$ cat src/rtl/aud_tx_pkg.sv
`timescale 1ns/1ps
package aud_tx_pkg;
  typedef enum logic [1:0] {
    FMT_I2S   = 2'b00,
    FMT_LEFT  = 2'b01,
    FMT_RIGHT = 2'b10,
    FMT_LEFT2 = 2'b11
  } fmt_e;
endpackage

$ cat src/rtl/aud_tx_bclk_gen.sv
`timescale 1ns/1ps
module aud_tx_bclk_gen #(
  parameter int HALF_DIV = 2
) (
  input  logic clk_i,
  input  logic rst_ni,
  output logic bclk_o,
  output logic fall_o
);
  localparam int CNT_W = (HALF_DIV > 1) ? $clog2(HALF_DIV) : 1;

  logic [CNT_W-1:0] cnt_q;
  logic             bclk_q;
  logic             wrap;

  assign wrap   = (cnt_q == CNT_W'(HALF_DIV - 1));
  assign fall_o = wrap & bclk_q;
  assign bclk_o = bclk_q;

  always_ff @(posedge clk_i or negedge rst_ni) begin
    if (!rst_ni) begin
      cnt_q  <= '0;
      bclk_q <= 1'b0;
    end else begin
      cnt_q <= wrap ? '0 : cnt_q + 1'b1;
      if (wrap) bclk_q <= ~bclk_q;
    end
  end
endmodule

$ cat src/rtl/aud_tx_stage.sv
`timescale 1ns/1ps
module aud_tx_stage #(
  parameter int SAMPLE_W = 32
) (
  input  logic                clk_i,
  input  logic                rst_ni,
  input  logic                valid_i,
  input  logic [SAMPLE_W-1:0] left_i,
  input  logic [SAMPLE_W-1:0] right_i,
  input  logic                take_i,
  output logic                ready_o,
  output logic                full_o,
  output logic [SAMPLE_W-1:0] left_o,
  output logic [SAMPLE_W-1:0] right_o
);
  logic full_q;
  logic accept;

  assign ready_o = ~full_q;
  assign full_o  = full_q;
  assign accept  = valid_i & ~full_q;

  always_ff @(posedge clk_i or negedge rst_ni) begin
    if (!rst_ni) begin
      full_q  <= 1'b0;
      left_o  <= '0;
      right_o <= '0;
    end else begin
      full_q <= accept | (full_q & ~take_i);
      if (accept) begin
        left_o  <= left_i;
        right_o <= right_i;
      end
    end
  end
endmodule

$ cat src/rtl/aud_tx_shifter.sv
`timescale 1ns/1ps
module aud_tx_shifter
  import aud_tx_pkg::*;
#(
  parameter int SLOT_W   = 32,
  parameter int SAMPLE_W = 32,
  parameter int WL_W     = 6
) (
  input  logic                clk_i,
  input  logic                rst_ni,
  input  logic                tick_i,
  input  logic                stage_full_i,
  input  logic [SAMPLE_W-1:0] stage_left_i,
  input  logic [SAMPLE_W-1:0] stage_right_i,
  input  logic [1:0]          mode_i,
  input  logic [WL_W-1:0]     wlen_i,
  output logic                take_o,
  output logic                ws_o,
  output logic                sd_o
);
  localparam int FRAME = 2 * SLOT_W;
  localparam int POS_W = $clog2(FRAME);

  logic [POS_W-1:0]    pos_q, pos_n;
  logic [SAMPLE_W-1:0] act_l_q, act_r_q, left_n, right_n, smp_n;
  fmt_e                mode_q, mode_n;
  logic [WL_W-1:0]     wlen_q, wlen_n;
  logic                lj_prev_q, ws_q, sd_q;
  logic                at_end, load, slot_n, lj_bit, rj_bit, sd_n;
  int                  k_n, wl_n, k_q;

  function automatic logic [WL_W-1:0] clamp_wl(input logic [WL_W-1:0] w);
    return (int'(w) > SAMPLE_W) ? WL_W'(SAMPLE_W) : w;
  endfunction

  // bit idx of s if it is a significant bit, else 0
  function automatic logic pick(input logic [SAMPLE_W-1:0] s, input int idx, input int wl);
    logic b;
    b = 1'b0;
    for (int i = 0; i < SAMPLE_W; i++)
      if (i == idx && i < wl) b = s[i];
    return b;
  endfunction

  assign at_end = (pos_q == POS_W'(FRAME - 1));
  assign load   = tick_i & at_end;
  assign take_o = load & stage_full_i;

  always_comb begin
    pos_n   = at_end ? '0 : pos_q + 1'b1;
    left_n  = take_o ? stage_left_i  : act_l_q;
    right_n = take_o ? stage_right_i : act_r_q;
    mode_n  = load ? fmt_e'(mode_i) : mode_q;
    wlen_n  = load ? clamp_wl(wlen_i) : wlen_q;
    slot_n  = (pos_n >= POS_W'(SLOT_W));
    k_n     = slot_n ? int'(pos_n) - SLOT_W : int'(pos_n);
    wl_n    = int'(wlen_n);
    smp_n   = slot_n ? right_n : left_n;
    lj_bit  = pick(smp_n, wl_n - 1 - k_n, wl_n);
    rj_bit  = pick(smp_n, SLOT_W - 1 - k_n, wl_n);
    case (mode_n)
      FMT_I2S:   sd_n = lj_prev_q;  // left-justified stream one bit clock late
      FMT_RIGHT: sd_n = rj_bit;
      default:   sd_n = lj_bit;
    endcase
  end

  always_ff @(posedge clk_i or negedge rst_ni) begin
    if (!rst_ni) begin
      pos_q     <= POS_W'(FRAME - 1);
      act_l_q   <= '0;
      act_r_q   <= '0;
      mode_q    <= FMT_LEFT;
      wlen_q    <= WL_W'(SAMPLE_W);
      lj_prev_q <= 1'b0;
      ws_q      <= 1'b1;
      sd_q      <= 1'b0;
    end else if (tick_i) begin
      pos_q     <= pos_n;
      act_l_q   <= left_n;
      act_r_q   <= right_n;
      mode_q    <= mode_n;
      wlen_q    <= wlen_n;
      lj_prev_q <= lj_bit;
      ws_q      <= slot_n;
      sd_q      <= sd_n;
    end
  end

  assign ws_o = ws_q;
  assign sd_o = sd_q;
  assign k_q  = (pos_q >= POS_W'(SLOT_W)) ? int'(pos_q) - SLOT_W : int'(pos_q);

  assert_ws_at_slot_edge_R3: assert property (@(posedge clk_i) disable iff (!rst_ni)
    !$stable(ws_q) |-> (pos_q == '0 || pos_q == POS_W'(SLOT_W)));

  assert_rj_pad_zero_R6: assert property (@(posedge clk_i) disable iff (!rst_ni)
    (mode_q == FMT_RIGHT && (k_q + int'(wlen_q) < SLOT_W)) |-> !sd_q);

  assert_take_at_frame_start_R9: assert property (@(posedge clk_i) disable iff (!rst_ni)
    take_o |=> (pos_q == '0));
endmodule

$ cat src/rtl/aud_tx.sv
`timescale 1ns/1ps
module aud_tx #(
  parameter int SLOT_W   = 32,
  parameter int SAMPLE_W = 32,
  parameter int HALF_DIV = 2
) (
  input  logic                          clk_i,
  input  logic                          rst_ni,
  input  logic [SAMPLE_W-1:0]           left_i,
  input  logic [SAMPLE_W-1:0]           right_i,
  input  logic                          valid_i,
  output logic                          ready_o,
  input  logic [1:0]                    mode_i,
  input  logic [$clog2(SAMPLE_W+1)-1:0] wlen_i,
  output logic                          bclk_o,
  output logic                          ws_o,
  output logic                          sd_o
);
  localparam int WL_W = $clog2(SAMPLE_W + 1);

  logic                fall, take, full;
  logic [SAMPLE_W-1:0] stg_l, stg_r;

  aud_tx_bclk_gen #(.HALF_DIV(HALF_DIV)) u_bclk (
    .clk_i (clk_i),
    .rst_ni(rst_ni),
    .bclk_o(bclk_o),
    .fall_o(fall)
  );

  aud_tx_stage #(.SAMPLE_W(SAMPLE_W)) u_stage (
    .clk_i  (clk_i),
    .rst_ni (rst_ni),
    .valid_i(valid_i),
    .left_i (left_i),
    .right_i(right_i),
    .take_i (take),
    .ready_o(ready_o),
    .full_o (full),
    .left_o (stg_l),
    .right_o(stg_r)
  );

  aud_tx_shifter #(.SLOT_W(SLOT_W), .SAMPLE_W(SAMPLE_W), .WL_W(WL_W)) u_shift (
    .clk_i        (clk_i),
    .rst_ni       (rst_ni),
    .tick_i       (fall),
    .stage_full_i (full),
    .stage_left_i (stg_l),
    .stage_right_i(stg_r),
    .mode_i       (mode_i),
    .wlen_i       (wlen_i),
    .take_o       (take),
    .ws_o         (ws_o),
    .sd_o         (sd_o)
  );

  assert_change_on_fall_R2: assert property (@(posedge clk_i) disable iff (!rst_ni)
    (!$stable(ws_o) || !$stable(sd_o)) |-> $fell(bclk_o));

  assert_accept_blocks_R8: assert property (@(posedge clk_i) disable iff (!rst_ni)
    (valid_i && ready_o) |=> !ready_o);

  assert_ready_at_frame_R8: assert property (@(posedge clk_i) disable iff (!rst_ni)
    $rose(ready_o) |-> $fell(ws_o));
endmodule

$ cat config.mk
export PLATFORM = sky130hd
export DESIGN_NAME = aud_tx
export DESIGN_NICKNAME = d
export VERILOG_FILES = /design/src/rtl/aud_tx_pkg.sv /design/src/rtl/aud_tx_bclk_gen.sv /design/src/rtl/aud_tx_stage.sv /design/src/rtl/aud_tx_shifter.sv /design/src/rtl/aud_tx.sv
export SDC_FILE = /design/constraint.sdc
export NUM_CORES = 1
export LEC_CHECK = 0
export ABC_AREA = 1
export BUFFER_PORTS_ARGS = -buffer_cell sky130_fd_sc_hd__buf_2
export CORE_MARGIN = 2
export CORE_UTILIZATION = 30
export CTS_BUF_LIST = sky130_fd_sc_hd__clkbuf_8 sky130_fd_sc_hd__clkbuf_16
export CTS_CLUSTER_DIAMETER = 60
export DETAILED_ROUTE_END_ITERATION = 8
export SETUP_SLACK_MARGIN = 0.5
export SLEW_MARGIN = 20
export SYNTH_ARGS = -nofsm -noshare
export SYNTH_HDL_FRONTEND = slang
export SYNTH_SLANG_ARGS = --single-unit
export TNS_END_PERCENT = 30
$ cat constraint.sdc
create_clock -name clk_i -period 8.1 [get_ports clk_i]
set_clock_uncertainty 0.05 [all_clocks]
set_input_delay 0.81 -clock clk_i [delete_from_list [all_inputs] [get_ports clk_i]]
set_output_delay 0.81 -clock clk_i [all_outputs]
set_load 0.005 [all_outputs]
==> results.cfg, run 1 <==
[pwr]
power.internal_mw = 1.29
pwr-share-comb_pct = 3.3
leakagePower_nw = 5.54
power_mw = 1.65
seq_power_share_pct = 44.8
switchingPower_mw = 0.363
ir_drop_mv = 0.133
p_clk_share_pct = 51.9
p_per_area_mw_per_mm2 = 160
swShare_pct = 22.0

[worst_setup_path]
cp_slowest_stage_delay_ps = 580
critPathKind = flip-flop to flip-flop
cpMostUsedCell = nand2_1
r2r_start = u_shift.pos_q[0]
required_ps = 8380
worstReg2RegEnd = u_shift.sd_o
reg2reg_slack_ps = 1220
reg2regPathDepth = 55
slowest_stage = dfstp_2
cp-end-kind = flip-flop
cpLargestDelayFamily = simple AND/OR/NAND/NOR gates
critPathBufInv = 6
startpoint_type = flip-flop
arrival_ps = 7160
worstPathMaxFanout = 11

[placed_design]
place_inst = 1619
dp_hpwl_um = 18300
dpl_cell_area_mm2 = 0.00968
io_buffers = 78
pre_cts_slack_ps = 1240
gp_congestion = 0.966

[routing]
via_count = 7560
routed_wl_um = 23900
dr_wl_met2_um = 10600
m1WireLength_um = 11800
drt_first_pass_iters = 5
drt_iter0_markers = 458
detail_route.wl_per_cell_um = 14.5
wl_met3_um = 1110
highest_layer = met4
drc = 0
via_per_inst = 4.58
detail-route-antenna-nets = 0

[timing]
period_needed_ps = 6880
timing.fmax_ghz = 0.145
tightest_slew_ps = 838
setup_ws_ps = 1220
period_share_pct = 84.9
slew_headroom_pct = 44.1
tns_ps = 0
hold_viol_final = 0
rsz0062_at_grt = false
drv_slew = 0
setup_viol = 0
hold_ws_ps = 387

[synth]
synth_edf_count = 0
synth_seq_area_share_pct = 41.7
yosys_warnings = 0
ys_types = 57
syn_area_mm2 = 0.00891
syn_avg_cell_area_um2 = 7.60
async_flop_share_pct = 100
synth_flop_cell = dfrtp_1
synth-seq-cells = 148
netlist_instances = 1173

[floorplan]
die_y_um = 176
die_area_mm2 = 0.0311
start_util_pct = 30.2
die_width_um = 176
io_pins = 79
core_mm2 = 0.0295
row_count = 63

[clock_tree]
cts-buffers-inserted = 17
cts_resized = 0
path_clk_slew_ps = 70
htree_levels = 4
holdBufCountCts = 0
cts_setup_buffers = 0
cts_tree = done
clockBufferDepth = 2
insertion_delay_ps = 440
cts.sinks = 148
root_buffer = clkbuf_16

[layout]
drive_gt1_share_pct = 16.9
instances_no_fill = 1651
finalNetCount = 1348
final_cell_mix = nand2_1 (309), inv_1 (181), dfrtp_1 (139)
area_growth_pct = 15.7
utilization_pct = 35.0
final_area_mm2 = 0.0103
antenna_cells = 0
final_common_cell = nand2_1

[global_route]
grt_overflow = 0
grtUsageTotal_pct = 16.0
grt_pass1_vias = 7333
grt_max_degree = 91
grt_pass1_wl_um = 38900
antenna_found_initial = 0

[job]
maxCapViolCount = 0

[worst_hold_path]
hold_path.class = primary input to asynchronous set/reset pin

[status]
run_status = finished, final reports clean
==> layer usage <==
| metal | vias to the layer above | global-route usage (%) |
|---|---|---|
| met5 | - | 0 |
| met4 | 0 | 5.27 |
| met3 | 30 | 3.62 |
| met2 | 164 | 24.8 |
| met1 | 3526 | 22.2 |
| li1 | 3840 | - |
==> worst reg2reg max path: cells and delay by family (launching register included) <==
family                   cells  cell delay (ps)
flip-flops                   1              580
AND/OR/NAND/NOR             43             4090
buffers and inverters        6              480
adder cells (fa/ha/maj)      4             1370
AO/OA/AOI/OAI                2              230
==> logic make-up after synthesis <==
group,Yosys count,share of synthesized area [%]
buffers and inverters,230,10.6
muxes,30,3.79
adders and majority gates,25,4.27
and+or+nand+nor,554,27.6
DFF,148,41.7
AOI/OAI and AO/OA,178,11.4
xor gates and xnor gates,6,0.590
other,2,0.0843
==> registers in the layout, summed over array words and instances (netlist names) <==
register,cells
u_shift.act_r_q,32
u_stage.full_o,1
u_shift.sd_o,1
u_shift.mode_q,2
u_bclk.cnt_q,1
u_shift.act_l_q,32
u_shift.ws_o,1
u_shift.lj_prev_q,1
u_stage.left_o,32
u_shift.pos_q,6
u_stage.right_o,32
u_bclk.bclk_o,1
u_shift.wlen_q,6
==> power by group through the flow <==
stage	Clock [mW]	Sequential [mW]	Combinational, mW
floorplan	0	0.753	0.0177
global placement	0	0.753	0.0561
detailed placement	0	0.753	0.0571
CTS	0.880	0.739	0.0574
global route	0.909	0.739	0.0637
finish	0.856	0.739	0.0552
==> worst max path at each step <==
stage	depth (start not counted)	slack, ps	endpoint	startpoint
final	55	1220	u_shift.sd_o	u_shift.pos_q[0]
after global routing	55	590	u_shift.sd_o	u_shift.pos_q[0]
after CTS	55	1220	u_shift.sd_o	u_shift.pos_q[0]
after detailed placement	55	1240	u_shift.sd_o	u_shift.pos_q[0]
after global placement	55	1410	u_shift.sd_o	u_shift.pos_q[0]
after floorplan	56	2160	u_shift.sd_o	u_shift.pos_q[0]
==> layout make-up <==
| class | instances | area [um^2] |
|---|---|---|
| fillers | 3191 | 19200 |
| clock inverters | 14 | 199 |
| inverters | 193 | 737 |
| flip-flops and latches | 148 | 3710 |
| repair buffers | 85 | 449 |
| multi-input cells | 803 | 4290 |
| clock buffers | 18 | 439 |
| well taps | 390 | 488 |
==> cells in the mapped netlist (3+ instances only) <==
master	number	area, um^2
a21o_1	4	30.0
nand2_1	310	1160
buf_2	9	45.0
xor2_1	5	43.8
inv_2	8	30.0
fa_1	9	180
nor2_2	3	18.8
nand4_1	19	119
o21ai_1	15	75.1
o2111ai_1	5	43.8
o21ai_0	82	410
buf_6	5	56.3
nand3_1	44	220
a21oi_1	44	220
o21a_1	5	37.5
nor3_1	18	90.1
buf_4	6	45.0
nand2_4	8	90.1
dfrtp_1	139	3480
inv_1	181	679
or2_2	5	31.3
o211ai_1	3	22.5
mux2_2	30	338
dfstp_2	9	236
ha_1	16	200
o21ai_2	5	43.8
nor2_4	3	33.8
a31oi_1	3	18.8
nand3_2	4	40.0
nand2_2	9	56.3
nor4_1	3	18.8
nor2_1	118	443
clkbuf_1	15	56.3
Power figures use the tool's default switching activity.
==> run 2: changes to the inputs <==
- clock period: 8.1 -> 6.5 ns (I/O delays scaled with it)
==> run 2 against run 1 <==
  * Routed wire length grew 7.2%
  * Cell area grew 7.4%
  * Flip-flop and latch count is the same
  * Via count grew 5.6%
  * Critical path type unchanged
==> results.cfg, run 2 (synthesis results as in run 1) <==
[global_route]
grt_pass1_wl_um = 41600
grt_overflow = 0
grtUsageTotal_pct = 17.0
grt_pass1_vias = 8068
grt_max_degree = 91
antenna_found_initial = 0

[routing]
via_per_inst = 4.65
routed_wl_um = 25700
drc = 0
detail-route-antenna-nets = 0
drt_first_pass_iters = 7
detail_route.wl_per_cell_um = 14.9
drt_iter0_markers = 565
via_count = 7984

[placed_design]
io_buffers = 78
dp_hpwl_um = 18400
place_inst = 1634
pre_cts_slack_ps = -9.59
gp_congestion = 0.972

[worst_setup_path]
cp_slowest_stage_delay_ps = 560
cp-end-kind = flip-flop
slowest_stage = dfstp_2
arrival_ps = 6500
startpoint_type = flip-flop
critPathKind = flip-flop to flip-flop
reg2regPathDepth = 54
worstPathMaxFanout = 8
required_ps = 6800
cpMostUsedCell = nand2_1

[clock_tree]
cts_tree = done
cts.sinks = 148
path_clk_slew_ps = 70
holdBufCountCts = 0
cts-buffers-inserted = 17
root_buffer = clkbuf_16
clockBufferDepth = 2
insertion_delay_ps = 440
htree_levels = 4

[pwr]
power.internal_mw = 1.66
p_per_area_mw_per_mm2 = 188
leakagePower_nw = 5.91
swShare_pct = 20.5
seq_power_share_pct = 44.3
pwr-share-comb_pct = 3.6
switchingPower_mw = 0.426
ir_drop_mv = 0.173
p_clk_share_pct = 52.1
power_mw = 2.08

[floorplan]
die_area_mm2 = 0.0311
die_y_um = 176
core_mm2 = 0.0295
die_width_um = 176
row_count = 63
start_util_pct = 30.2
io_pins = 79

[layout]
final_cell_mix = nand2_1 (295), inv_1 (180), dfrtp_1 (139)
area_growth_pct = 24.3
finalNetCount = 1416
instances_no_fill = 1718
drive_gt1_share_pct = 24.1
final_common_cell = nand2_1
antenna_cells = 0

[timing]
slew_headroom_pct = 44.8
period_needed_ps = 6200
period_share_pct = 95.3
setup_ws_ps = 303
rsz0062_at_grt = true
drv_slew = 0
tns_ps = 0
timing.fmax_ghz = 0.161
setup_viol = 0
hold_viol_final = 0
tightest_slew_ps = 827

[status]
run_status = finished, final reports clean

[job]
maxCapViolCount = 0

[worst_hold_path]
hold_path.class = primary input to asynchronous set/reset pin
run 2: stage by stage:
step	utilization (%)	hold slack (ps)	instance area (um^2)
final	37.6	236	11100
after global routing	37.6	299	11100
after CTS	36.9	262	10900
after detailed placement	33.2	407	9790
after global placement	33.2	404	9790
after floorplan	-	304	8940
run 2: worst paths after layout:
check / from / to / slack (ps)
worst max-delay path: u_shift.pos_q[0] / u_shift.lj_prev_q / 300
worst min-delay path: rst_ni / u_shift.act_r_q[26] / 240
worst max register to register: u_shift.pos_q[0] / u_shift.lj_prev_q / 300
worst min register to register: u_shift.act_r_q[2] / u_shift.act_r_q[2] / 420
max in group asynchronous: rst_ni / u_shift.act_l_q[3] / 4830
min in group clk_i: left_i[18] / u_stage.left_o[18] / 390
run 2: area by class of cell:
cell class | count | area [um^2]
clock buffers | 20 | 467
clock inverters | 11 | 183
fillers | 3128 | 18400
inverters | 193 | 737
multi-input cells | 803 | 4520
flip-flops and latches | 148 | 3710
well taps | 390 | 488
repair buffers | 153 | 971
run 2: critical path: cells and delay by family (launching register included):
kind                     cells  cell delay (ps)
AND/OR/NAND/NOR             32             2380
buffers and inverters       15             1820
adder cells (fa/ha/maj)      3              690
flip-flops                   1              560
AO/OA/AOI/OAI                3              460
XOR/XNOR                     1              160
run 2: power by group through the flow:
| stage | Sequential (mW) | Clock, mW | Combinational [mW] |
|---|---|---|---|
| global route | 0.921 | 1.15 | 0.0861 |
| detailed placement | 0.938 | 0 | 0.0723 |
| CTS | 0.922 | 1.12 | 0.0771 |
| finish | 0.922 | 1.09 | 0.0751 |
| floorplan | 0.938 | 0 | 0.0220 |
| global placement | 0.938 | 0 | 0.0710 |
run 2: metal layers:
metal	up-vias	track usage (%)	share of wire, %
met2	222	27.1	46
met3	48	4.09	5.7
li1	3968	-	-
met5	-	0	0
met4	0	6.27	2.6
met1	3746	22.4	46
run 2: repair_timing:
item	in CTS	in global routing
setup buffers	43	10
pin swaps	19	23
resized for setup	30	32
endpoints found under the setup margin	2	2
